==> config.mk <==
export PLATFORM = sky130hd
export DESIGN_NAME = rx_frag_dma
export DESIGN_NICKNAME = d
export VERILOG_FILES = /design/src/rtl/rx_frag_dma.sv
export SDC_FILE = /design/constraint.sdc
export NUM_CORES = 1
export LEC_CHECK = 0
export BUFFER_PORTS_ARGS = -buffer_cell sky130_fd_sc_hd__buf_2
export CAP_MARGIN = 20
export CORE_ASPECT_RATIO = 0.8
export CORE_MARGIN = 5
export CORE_UTILIZATION = 49
export CTS_BUF_LIST = sky130_fd_sc_hd__clkbuf_8 sky130_fd_sc_hd__clkbuf_16
export DETAILED_ROUTE_END_ITERATION = 10
export GPL_ROUTABILITY_DRIVEN = 0
export PLACE_DENSITY = 0.87
export SLEW_MARGIN = 0
export SYNTH_ARGS = -nofsm -noshare
export SYNTH_HDL_FRONTEND = slang
export SYNTH_SLANG_ARGS = --single-unit
==> constraint.sdc <==
create_clock -name clk -period 6.52 [get_ports clk]
set_input_delay 0.978 -clock clk [delete_from_list [all_inputs] [get_ports clk]]
set_output_delay 0.978 -clock clk [all_outputs]
set_load 0.03 [all_outputs]
==> src/rtl/rx_frag_dma.sv <==
module rx_frag_dma #(
  parameter int IW = 4,
  parameter int CACHE = 4,
  localparam int HW = $clog2(CACHE),
  localparam int CW = $clog2(CACHE + 1),
  localparam int LW = $clog2(2 * CACHE)
) (
  input  logic          clk,
  input  logic          rst_n,
  input  logic          en,
  input  logic [31:0]   desc_base,
  input  logic [31:0]   stat_base,
  input  logic [IW-1:0] ring_cnt,
  input  logic [IW-1:0] cons_idx,
  input  logic          ovr_clr,
  input  logic          rx_valid,
  input  logic [7:0]    rx_byte,
  input  logic          rx_last,
  output logic          rd_req,
  output logic [31:0]   rd_addr,
  output logic [LW-1:0] rd_len,
  input  logic          rd_rvalid,
  input  logic [31:0]   rd_rdata,
  output logic          st_cmd,
  output logic [31:0]   st_cmd_addr,
  output logic [LW-1:0] st_cmd_len,
  output logic          dw_valid,
  output logic [31:0]   dw_addr,
  output logic [7:0]    dw_byte,
  output logic          st_we,
  output logic [31:0]   st_addr,
  output logic [31:0]   st_data,
  output logic [IW-1:0] prod_idx,
  output logic          irq,
  output logic          overrun
);

  logic [IW-1:0] prod_q;
  logic [CW-1:0] head_q, avail_q, ncl_q;
  logic [LW-1:0] bc_q;
  logic          fetching_q, mid_q, tk_q, drop_q, irq_q, ovr_q;
  logic [10:0]   off_q;

  logic [31:0] ca_addr [CACHE];
  logic [10:0] ca_size [CACHE];
  logic        ca_int  [CACHE];

  logic [IW:0] fr, te, nc;
  logic [CW-1:0] nc_s;

  always_comb begin
    fr = {1'b0, cons_idx} + {1'b0, ring_cnt} - {1'b0, prod_q} - (IW+1)'(1);
    if (fr >= {1'b0, ring_cnt}) fr = fr - {1'b0, ring_cnt};
    te = {1'b0, ring_cnt} - {1'b0, prod_q};
    nc = (fr < te) ? fr : te;
    if (nc > (IW+1)'(CACHE)) nc = (IW+1)'(CACHE);
  end
  assign nc_s = CW'(nc);

  logic [HW-1:0] cur;
  logic have, start, inframe, store, lose, fill, close, fire, last_beat;

  assign cur       = head_q[HW-1:0];
  assign have      = !fetching_q && (head_q != avail_q);
  assign start     = rx_valid && en && !mid_q;
  assign inframe   = start || (rx_valid && tk_q && !drop_q);
  assign store     = inframe && have;
  assign lose      = inframe && !have;
  assign fill      = (off_q == ca_size[cur]);
  assign close     = store && (fill || rx_last);
  assign fire      = en && !fetching_q && (head_q == avail_q)
                     && (ring_cnt != '0) && (fr != '0);
  assign last_beat = (bc_q == LW'(2 * int'(ncl_q) - 1));

  assign rd_req      = fire;
  assign rd_addr     = desc_base + (32'(prod_q) << 3);
  assign rd_len      = LW'(2 * int'(nc_s) - 1);
  assign st_cmd      = fire;
  assign st_cmd_addr = stat_base + (32'(prod_q) << 2);
  assign st_cmd_len  = LW'(int'(nc_s) - 1);
  assign dw_valid    = store;
  assign dw_addr     = ca_addr[cur] + 32'(off_q);
  assign dw_byte     = rx_byte;
  assign st_we       = close;
  assign st_addr     = stat_base + (32'(prod_q) << 2);
  assign st_data     = {rx_last, 20'd0, off_q};
  assign prod_idx    = prod_q;
  assign irq         = irq_q;
  assign overrun     = ovr_q;

  always_ff @(posedge clk) begin
    if (rd_rvalid && fetching_q) begin
      if (!bc_q[0]) ca_addr[bc_q[LW-1:1]] <= rd_rdata;
      else begin
        ca_size[bc_q[LW-1:1]] <= rd_rdata[10:0];
        ca_int[bc_q[LW-1:1]]  <= rd_rdata[31];
      end
    end
  end

  always_ff @(posedge clk) begin
    if (!rst_n) begin
      fetching_q <= 1'b0;
      head_q     <= '0;
      avail_q    <= '0;
      ncl_q      <= '0;
      bc_q       <= '0;
    end else if (fire) begin
      fetching_q <= 1'b1;
      head_q     <= '0;
      avail_q    <= '0;
      ncl_q      <= nc_s;
      bc_q       <= '0;
    end else begin
      if (rd_rvalid && fetching_q) begin
        if (last_beat) begin
          fetching_q <= 1'b0;
          avail_q    <= ncl_q;
        end else begin
          bc_q <= bc_q + LW'(1);
        end
      end
      if (close) head_q <= head_q + CW'(1);
    end
  end

  always_ff @(posedge clk) begin
    if (!rst_n) begin
      prod_q <= '0;
      off_q  <= '0;
      mid_q  <= 1'b0;
      tk_q   <= 1'b0;
      drop_q <= 1'b0;
      irq_q  <= 1'b0;
      ovr_q  <= 1'b0;
    end else begin
      irq_q <= close && ca_int[cur];
      if (store) off_q <= (fill || rx_last) ? '0 : off_q + 11'd1;
      if (close) prod_q <= (prod_q == ring_cnt - IW'(1)) ? '0 : prod_q + IW'(1);
      if (rx_valid) begin
        mid_q  <= !rx_last;
        tk_q   <= (start || tk_q) && !rx_last;
        drop_q <= (drop_q || lose) && !rx_last;
      end
      if (lose) ovr_q <= 1'b1;
      else if (ovr_clr) ovr_q <= 1'b0;
    end
  end

endmodule

=== Word-level counts from Yosys, hierarchy flattened ===
Memories as Yosys holds them, arrays and structs flattened. A register that Yosys moved wholly into a read port is not among the register bits.
Cells that the tools add are included.

* Memories kept: 3
* Memory bits (writable): 176
* Input port bits: 119
* Flip-flop bits (word level): 33
* Logic and storage cells: 97

* Reduce and logical (&&, ||, !) cells: 34
* Equality and inequality tests: 5
* Order comparisons: 3
* Add/subtract/negate cells: 16
* Bitwise logic cells: 2
* Muxes and demuxes: 22

{| class="wikitable"
|+ Memory list
! memory !! words !! width !! rd ports !! clocked after memory_dff !! write ports !! RTL line !! source
|-
| ca_addr || 4 || 32 || 1 || 1 || 1 || 44 || <nowiki>logic [31:0] ca_addr [CACHE];</nowiki>
|-
| ca_size || 4 || 11 || 1 || 1 || 1 || 45 || <nowiki>logic [10:0] ca_size [CACHE];</nowiki>
|-
| ca_int || 4 || 1 || 1 || 1 || 1 || 46 || <nowiki>logic ca_int [CACHE];</nowiki>
|}

{| class="wikitable"
|+ Operator list
! operator !! count
|-
| $add A32 B11 Y32 || 1
|-
| $add A32 B6 Y32 || 1
|-
| $add A32 B7 Y32 || 1
|-
| $logic_and A1 B1 Y1 || 16
|-
| $mux W2 || 6
|-
| $add A11 B1 Y11 const B || 1
|-
| $eq A11 B11 Y1 || 1
|-
| $mux W1 || 11
|-
| $mux W11 || 1
|-
| $mux W5 || 2
|-
| $sub A5 B4 Y5 || 2
|-
| $sub A3 B1 Y3 const B || 3
|-
| $add A3 B1 Y3 const B || 2
|-
| $eq A3 B3 Y1 || 2
|-
| $reduce_and A2 Y1 || 3
|-
| $reduce_bool A2 Y1 || 3
|-
| $add A4 B4 Y5 || 1
|-
| $ge A5 B4 Y1 || 1
|-
| $gt A5 B3 Y1 const B || 1
|-
| $logic_not A1 Y1 || 5
|-
| $lt A5 B5 Y1 || 1
|-
| $reduce_bool A5 Y1 || 1
|-
| $sub A4 B4 Y5 || 1
|-
| $sub A5 B1 Y5 const B || 1
|-
| other kinds (10) || 14
|}

=== Depth between registers and ports, before layout ===
Gate-level depths: netlist of the first run.

* Word-level depth: 10
* Gate-level depth with buffers: 23
* Mapped depth without buffers: 22

=== Worst setup path before layout of the first run ===
Ideal clock, no wire load.

* Path kind: input -> output
* From: input ring_cnt[1]
* To: output st_cmd_len[2]
* Cell stages on the path: 20
* Data required time: 5.542 ns
* Arrival: 6.012 ns
* Slack: -0.470 ns
* Buffers on the path: 0
* Cell sequence: inv_1 > fa_1 > inv_1 > ha_1 > fa_1 > xor2_1 > ha_1 > a41o_1 > inv_1 > o211ai_2 > mux2_2 > ha_1 > and4_1 > a21oi_1 > nand2_1 > a211o_1 > o32ai_2 > o211ai_1 > ha_1 > xnor2_1

* Word-level cells in the longest chain between the ends: 10

{| class="wikitable"
|+ Ends and longest elaborated chain
! item !! RTL line !! source
|-
| start: declaration || 13 || <nowiki>input logic [IW-1:0] ring_cnt,</nowiki>
|-
| $add A4 B4 Y5 || 52 || <nowiki>fr = {1'b0, cons_idx} + {1'b0, ring_cnt} - {1'b0, prod_q} - (IW+1)'(1);</nowiki>
|-
| $sub A5 B4 Y5 || 52 ||
|-
| $sub A5 B1 Y5 || 52 ||
|-
| $sub A5 B4 Y5 / $ge A5 B4 Y1 (equally long branches) || 53 || <nowiki>if (fr >= {1'b0, ring_cnt}) fr = fr - {1'b0, ring_cnt};</nowiki>
|-
| $mux W5 || 53 ||
|-
| $lt A5 B5 Y1 || 55 || <nowiki>nc = (fr < te) ? fr : te;</nowiki>
|-
| $mux W5 (*) || 55 ||
|-
| $gt A5 B3 Y1 || 56 || <nowiki>if (nc > (IW+1)'(CACHE)) nc = (IW+1)'(CACHE);</nowiki>
|-
| $mux W3 (*) || 56 ||
|-
| $sub A3 B1 Y3 (*) || 80 || <nowiki>assign st_cmd_len = LW'(int'(nc_s) - 1);</nowiki>
|-
| end: declaration || 26 || <nowiki>output logic [LW-1:0] st_cmd_len,</nowiki>
|}

Mark *: on every way between the ends. The rest lies on a longest branch, timed or not.

=== Final worst setup path of the first run ===
* From: input ring_cnt[0]
* To: output st_cmd_len[1]

Same word-level chain as after synthesis.

==> run summary, run 1 <==
library cells used by synthesis: 68
Cell Chain, Critical Path: buf_2 -> inv_1 -> fa_1 -> inv_1 -> ha_2 -> fa_2 -> ha_4 -> or2_4 -> o22ai_2 -> nor2_1 -> o211ai_1 -> o21ai_0 -> ha_1 -> and4_4 -> a21oi_2 -> nand2_2 -> a211o_1 -> o32ai_4 -> o211ai_1 -> ha_2 -> inv_4 -> buf_2
setup violation total in the final timing report: 0
Post-synth EDFFs: 176
placed cell count: 1412
synthesized area: 0.0115 mm2
first-pass GRT wire length: 48200 um
sequential area share after synthesis: 0.519
Hold WS: 0.485 ns
CP required: 5.54 ns
share of flip-flops with an asynchronous set or reset: 0
WP depth: 22
routed wire length: 32800 um
Final Non-Filler Cells: 1461
initial core utilization: 0.496
Area contributors post-synth: edfxtp_1 (46%), mux4_2 (7.4%), xnor2_1 (6.5%), dfxtp_1 (6.1%), buf_4 (4.8%)
drt first pass iters: 5
post-synth top area share: 0.458
die height: 147 um
average size of a mapped cell: 12.9 um2
crit path buf inv count: 5
PnR worst setup slack: 0.0793 ns
ys flop type: edfxtp_1
CTS tree: built
initial antenna violation count: 2
Worst-Margin Slew: 1.11 ns
Final Util: 0.589
slowest stage cell, crit path: fa_2
Max Cap Viol: 0
Hold Violations, Final: 0
dominant cell type by area after synthesis: edfxtp_1
Clock Sinks: 211
Skew-Pair Late Insertion Delay: 0.50 ns
Via density: 5.66
CTS Buf Count: 22
P_sw: 968 uW
Setup CP Type: in -> out
CP arrival: 5.46 ns
Comb pwr share: 0.216
port bufs: 253
total core area: 0.0233 mm2
startpoint types: input pin
die area: 0.0267 mm2
Die X: 182 um
Synth Area in Compound Gates: 0.0531
post-detail-place hpwl: 23400 um
period utilisation layout: 0.988
overall via count from detail_route: 8267
Mapped Cells: 897
Peak VDD IR: 0.000184 V
largest net degree at the start of global routing: 33
clock share of power: 0.358
pre-CTS WS: -0.0261 ns
largest family of logic cells by synthesized area: simple AND/OR/NAND/NOR gates
clock buffer depth: 3
final layout net count: 1302
Tmin final: 6.44 ns
max frequency: 155 MHz
Worst Path Max Fanout: 4
Hold Crit Class: reg -> reg
slowest cell delay on critical path: 0.47 ns
Net Sw Frac: 0.277
Simple-Gate Fraction of Synth Area: 0.101
FF-to-FF path depth: 20
proportion of synthesized area in mux cells: 0.0979
DR WL/cell: 22.5 um
Slew Limit Fails: 0
Seq cells post-synth: 211
Area growth syn-to-layout: 18.8%
Cell Rows: 50
Clock transition at path regs: 0.06 ns
Critical Path End Type: primary output
yosys warns: 0
leakage power: 0.00534 uW
CTS H-tree lvls: 1
drt first-iter violations: 780
clk root buf: clkbuf_16
Crit path max-delay family: adder cells
layout cells sized above 1: 0.349
Routed Antenna Nets: 0
GR Overflow Total: 0
pwr dens: 255 mW/mm2
Int Pwr: 2530 uW
WHS Path Cells: 1
XOR/XNOR Fraction of Synth Area: 0.0919
Max transition margin: 0.258
GRT Total Usage: 0.230
Final Skew: 0.0155 ns
register share of total power: 0.425
hold buffer count at cts: 0
IO Pins: 303
Setup TNS Final: 0 ns
adder-cell share of the synthesized area: 0.0618
Post-route DRC: 0
outcome: finished, final reports clean
number of global-route vias before repair: 8164
==> kinds of logic (layout without fill, tap and decap cells) <==
| kind of cell | Yosys count | count (layout) |
|---|---|---|
| mux | 54 | 54 |
| buf+inv | 140 | 372 |
| fa+ha+maj | 51 | 51 |
| flops | 211 | 211 |
| compound gates | 89 | 89 |
| other cells | 2 | 22 |
| xor+xnor | 121 | 121 |
| simple gates | 229 | 229 |
==> cell type report <==
class                      instances  area, um2
antenna                            1       2.50
sequential                       211       5990
timing repair buffer             277       1460
tap                              312        390
inverter                          55        216
fill                            1748       9570
clock inverter                    17        154
clock buffer                      23        576
multi-input combinational        565       4920
==> power by group through the flow <==
| stage | Clock, uW | Combinational (uW) | Sequential (uW) |
|---|---|---|---|
| floorplan | 0 | 524 | 1520 |
| global placement | 0 | 656 | 1520 |
| detailed placement | 0 | 680 | 1520 |
| CTS | 1260 | 688 | 1490 |
| global route | 1330 | 798 | 1490 |
| finish | 1250 | 757 | 1490 |
==> layout by cell type, fill, tap and decap left out, types with 13 or more instances in the layout <==
cell type    n
edfxtp_1   176
mux4_2      38
a21oi_1     20
ha_1        36
nand3_1     32
buf_4       22
xnor2_1     84
and3_1      14
nand2_1     47
nor3_1      15
o21ai_0     14
nor2b_1     13
nor2_1      51
clkbuf_16   23
conb_1      21
dfxtp_1     33
inv_1       52
xor2_1      35
buf_2      252
==> Yosys cell counts (4+ instances only) <==
cell      instances
dfxtp_1          35
ha_1             41
inv_1            53
edfxtp_1        176
nor2_1           54
nor2b_1          13
nand4_1          11
nor3_1           16
o22ai_1           4
mux4_1            6
and3_1           14
and2_1            4
mux2i_1           6
nand3_1          32
nor2_2            8
xor2_1           36
o21a_1            9
fa_1             10
nand2_1          48
nand2b_1          7
xnor2_1          85
a21oi_1          23
mux4_2           38
buf_4            74
and4_1            4
a21o_1           10
o211ai_1          6
o21ai_0          15
==> state kept, by name (all words and copies together), names as in the netlist, named ones only <==
signal and count:
ca_int 4, fetching_q 1, off_q 11, irq 1, head_q 3, overrun 1
ncl_q 3, avail_q 3, ca_addr 128, ca_size 44, tk_q 1, bc_q 3
drop_q 1, mid_q 1, prod_idx 4
==> worst paths after layout <==
check / from / endpoint / slack, ns
worst max register to register: prod_idx[1] / ncl_q[0] / 1.91
worst min register to register: drop_q / drop_q / 0.49
worst min-delay path: drop_q / drop_q / 0.49
worst max-delay path: ring_cnt[0] / st_cmd_len[1] / 0.08
==> routing by layer <==
layer	vias to the layer above	track usage	part of all wire
met2	457	0.423	0.52
met1	4068	0.279	0.37
li1	3640	-	-
met5	-	0	0.00040
met4	2	0.0660	0.036
met3	100	0.0391	0.076
==> through the flow <==
step           total power (uW)  area (um2)
2_1_floorplan              2040       11700
3_3_place_gp               2170       12800
3_5_place_dp               2200       12800
4_1_cts                    3440       13600
5_1_grt                    3610       13700
6_report                   3500       13700
==> what timing repair did <==
action,CTS,global route
buffers inserted,0,6
setup endpoints to repair,1,3
cloned,0,0
pin swaps,0,8
resized for setup,1,14
(Power assumes the default switching activity.)
==> run 2, diff against run 1 <==
--- a/config.mk
+++ b/config.mk
@@ -14,6 +14,7 @@
 export DETAILED_ROUTE_END_ITERATION = 10
 export GPL_ROUTABILITY_DRIVEN = 0
 export PLACE_DENSITY = 0.87
+export SKIP_CTS_REPAIR_TIMING = 1
 export SLEW_MARGIN = 0
 export SYNTH_ARGS = -nofsm -noshare
 export SYNTH_HDL_FRONTEND = slang
==> constraint.sdc (replaced) <==
create_clock -name clk -period 6.52 [get_ports clk]
set_input_delay 0.978 -clock clk [delete_from_list [all_inputs] [get_ports clk]]
set_output_delay 0.978 -clock clk [all_outputs]
set_load 0.05 [all_outputs]
==> run 2 against run 1 <==
  * The run now ends with setup timing left
  * Setup slack got worse by 0.080 ns
  * Critical path depth rose by 1
  * Global-route usage rose by 0.068 points
  * Total power rose by 3.3%
  * Maximum frequency fell by 1.2%
  * Count of clock-buffer cells in the layout rose by 1
  * Critical path type unchanged
  * Non-clock buffer count fell by 1
  * Wire length fell by 1.1%
  * Sequential share of layout area fell by 0.11 points
  * Die area did not move
  * Core utilization rose by 0.15 points
  * Combinational power rose by 13%
==> run summary, run 2 (synthesized netlist as in run 1, its figures left out) <==
outcome: complete, but fails checks
failing checks: setup timing
drt first pass iters: 5
Skew-Pair Late Insertion Delay: 0.51 ns
DR WL/cell: 22.2 um
r2r setup slk: 2.03 ns
WHS Endpoint: mid_q
GRT Total Usage: 0.231
die height: 147 um
clock share of power: 0.351
FF-to-FF path depth: 20
number of global-route vias before repair: 8095
Final Util: 0.590
setup violation total in the final timing report: 1
Die X: 182 um
period utilisation layout: 1.00
PnR worst setup slack: -0.00112 ns
most frequent cells in the layout: buf_2 (248), edfxtp_1 (176), xnor2_1 (84)
register share of total power: 0.412
Crit path max-delay family: adder cells
Cell Chain, Critical Path: buf_8 -> inv_4 -> fa_1 -> inv_2 -> ha_4 -> fa_2 -> xor2_2 -> ha_1 -> a41o_1 -> inv_2 -> o211ai_4 -> mux2_4 -> ha_4 -> a21oi_2 -> nor2b_1 -> o21ai_1 -> nand2_2 -> a211o_1 -> o32ai_4 -> o211ai_1 -> ha_1 -> clkinvlp_4 -> buf_8
Clock Sinks: 211
Max transition margin: 0.393
RSZ-0062 raised after global routing: yes
Worst-Margin Slew: 0.910 ns
pwr dens: 263 mW/mm2
max frequency: 153 MHz
met2 wire length: 16900 um
clock buffer depth: 3
overall via count from detail_route: 8279
CP required: 5.54 ns
total core area: 0.0233 mm2
Final Skew: 0.0108 ns
largest net degree at the start of global routing: 33
max reg flops: 128
Tmin final: 6.52 ns
Via density: 5.66
Power, Total: 3620 uW
clk root buf: clkbuf_16
slowest stage cell, crit path: fa_1
first-pass GRT wire length: 48200 um
initial antenna violation count: 2
Hold Crit Class: reg -> reg
CTS tree: built
Worst Path Max Fanout: 6
port bufs: 253
crit path buf inv count: 6
Post-route DRC: 0
IO Pins: 303
routed wire length: 32500 um
Max Cap Viol: 0
Net Sw Frac: 0.303
post-detail-place hpwl: 23500 um
Reg-to-Reg Start: prod_idx[1]
final layout net count: 1302
slowest cell delay on critical path: 0.56 ns
Clock transition at path regs: 0.06 ns
die area: 0.0267 mm2
Setup CP Type: in -> out
Hold Violations, Final: 0
met3 WL: 2510 um
Max Used Layer: met4
Hold Crit Start: mid_q
Peak VDD IR: 0.000194 V
Area growth syn-to-layout: 19.1%
layout cells sized above 1: 0.352
Int Pwr: 2520 uW
Hold WS: 0.457 ns
Routed Antenna Nets: 0
drt first-iter violations: 814
Comb pwr share: 0.237
pre-CTS WS: -0.0490 ns
most common cell after layout, fill and taps aside: buf_2
CTS Buf Count: 23
leakage power: 0.00536 uW
WL met1: 12200 um
Critical Path End Type: primary output
GR Overflow Total: 0
CP arrival: 5.54 ns
WHS Path Cells: 1
initial core utilization: 0.496
Cell Rows: 50
startpoint types: input pin
P_sw: 1100 uW
Slew Limit Fails: 0
CTS H-tree lvls: 1
reg2reg end: ncl_q[0]
-- run 2: how the worst max path moves through the flow --
stage	startpoint	end	slack (ns)	cells past startpoint
after CTS	cons_idx[1]	rd_len[2]	-0.07	23
after detailed placement	cons_idx[1]	rd_len[2]	-0.05	22
final	ring_cnt[1]	rd_len[2]	-0.001	23
after global routing	ring_cnt[2]	rd_len[2]	-0.22	22
after global placement	cons_idx[1]	st_cmd_len[2]	0.01	23
after floorplan	cons_idx[1]	st_cmd_len[1]	-0.53	22
-- run 2: worst register-to-register path: stages, from the launching register on --
cell and delay [ns]:
dfxtp_1 0.33, fa_1 0.52, inv_2 0.06, ha_4 0.15, fa_2 0.35, xor2_2 0.17
ha_1 0.31, a41o_1 0.28, inv_2 0.09, o211ai_4 0.11, mux2_4 0.36, ha_4 0.25
a21oi_2 0.11, nor2b_1 0.05, o21ai_1 0.14, nand2_2 0.11, a211o_1 0.32, o32ai_4 0.19
o211ai_1 0.18, buf_4 0.17, o22ai_1 0.16
-- run 2: layer usage --
metal / GRT usage / up-vias
met5: 0 / -
met4: 0.0578 / 0
met3: 0.0428 / 89
met2: 0.412 / 483
met1: 0.292 / 4062
li1: - / 3645
-- run 2: metrics by stage --
step | setup TNS, ns | cell area (um2) | cells
finish | -0.00112 | 13700 | 1463
detailed placement | -0.134 | 12800 | 1413
floorplan | -1.28 | 11700 | 916
global route | -0.565 | 13700 | 1463
global placement | 0 | 12800 | 1412
CTS | -0.210 | 13600 | 1455
-- run 2: layout make-up --
cell class | count | area (um2)
fill | 1712 | 9530
sequential | 211 | 5990
tap | 312 | 390
antenna | 2 | 5.00
clock inverter | 18 | 145
timing repair buffer | 276 | 1490
inverter | 55 | 220
multi-input combinational | 565 | 4900
clock buffer | 24 | 601
-- run 2: power groups by stage --
stage / Sequential (uW) / Combinational (uW) / Clock (uW)
3_5_place_dp: 1520 / 764 / 0
6_report: 1490 / 858 / 1270
3_3_place_gp: 1520 / 742 / 0
4_1_cts: 1490 / 769 / 1280
2_1_floorplan: 1520 / 634 / 0
5_1_grt: 1490 / 899 / 1340
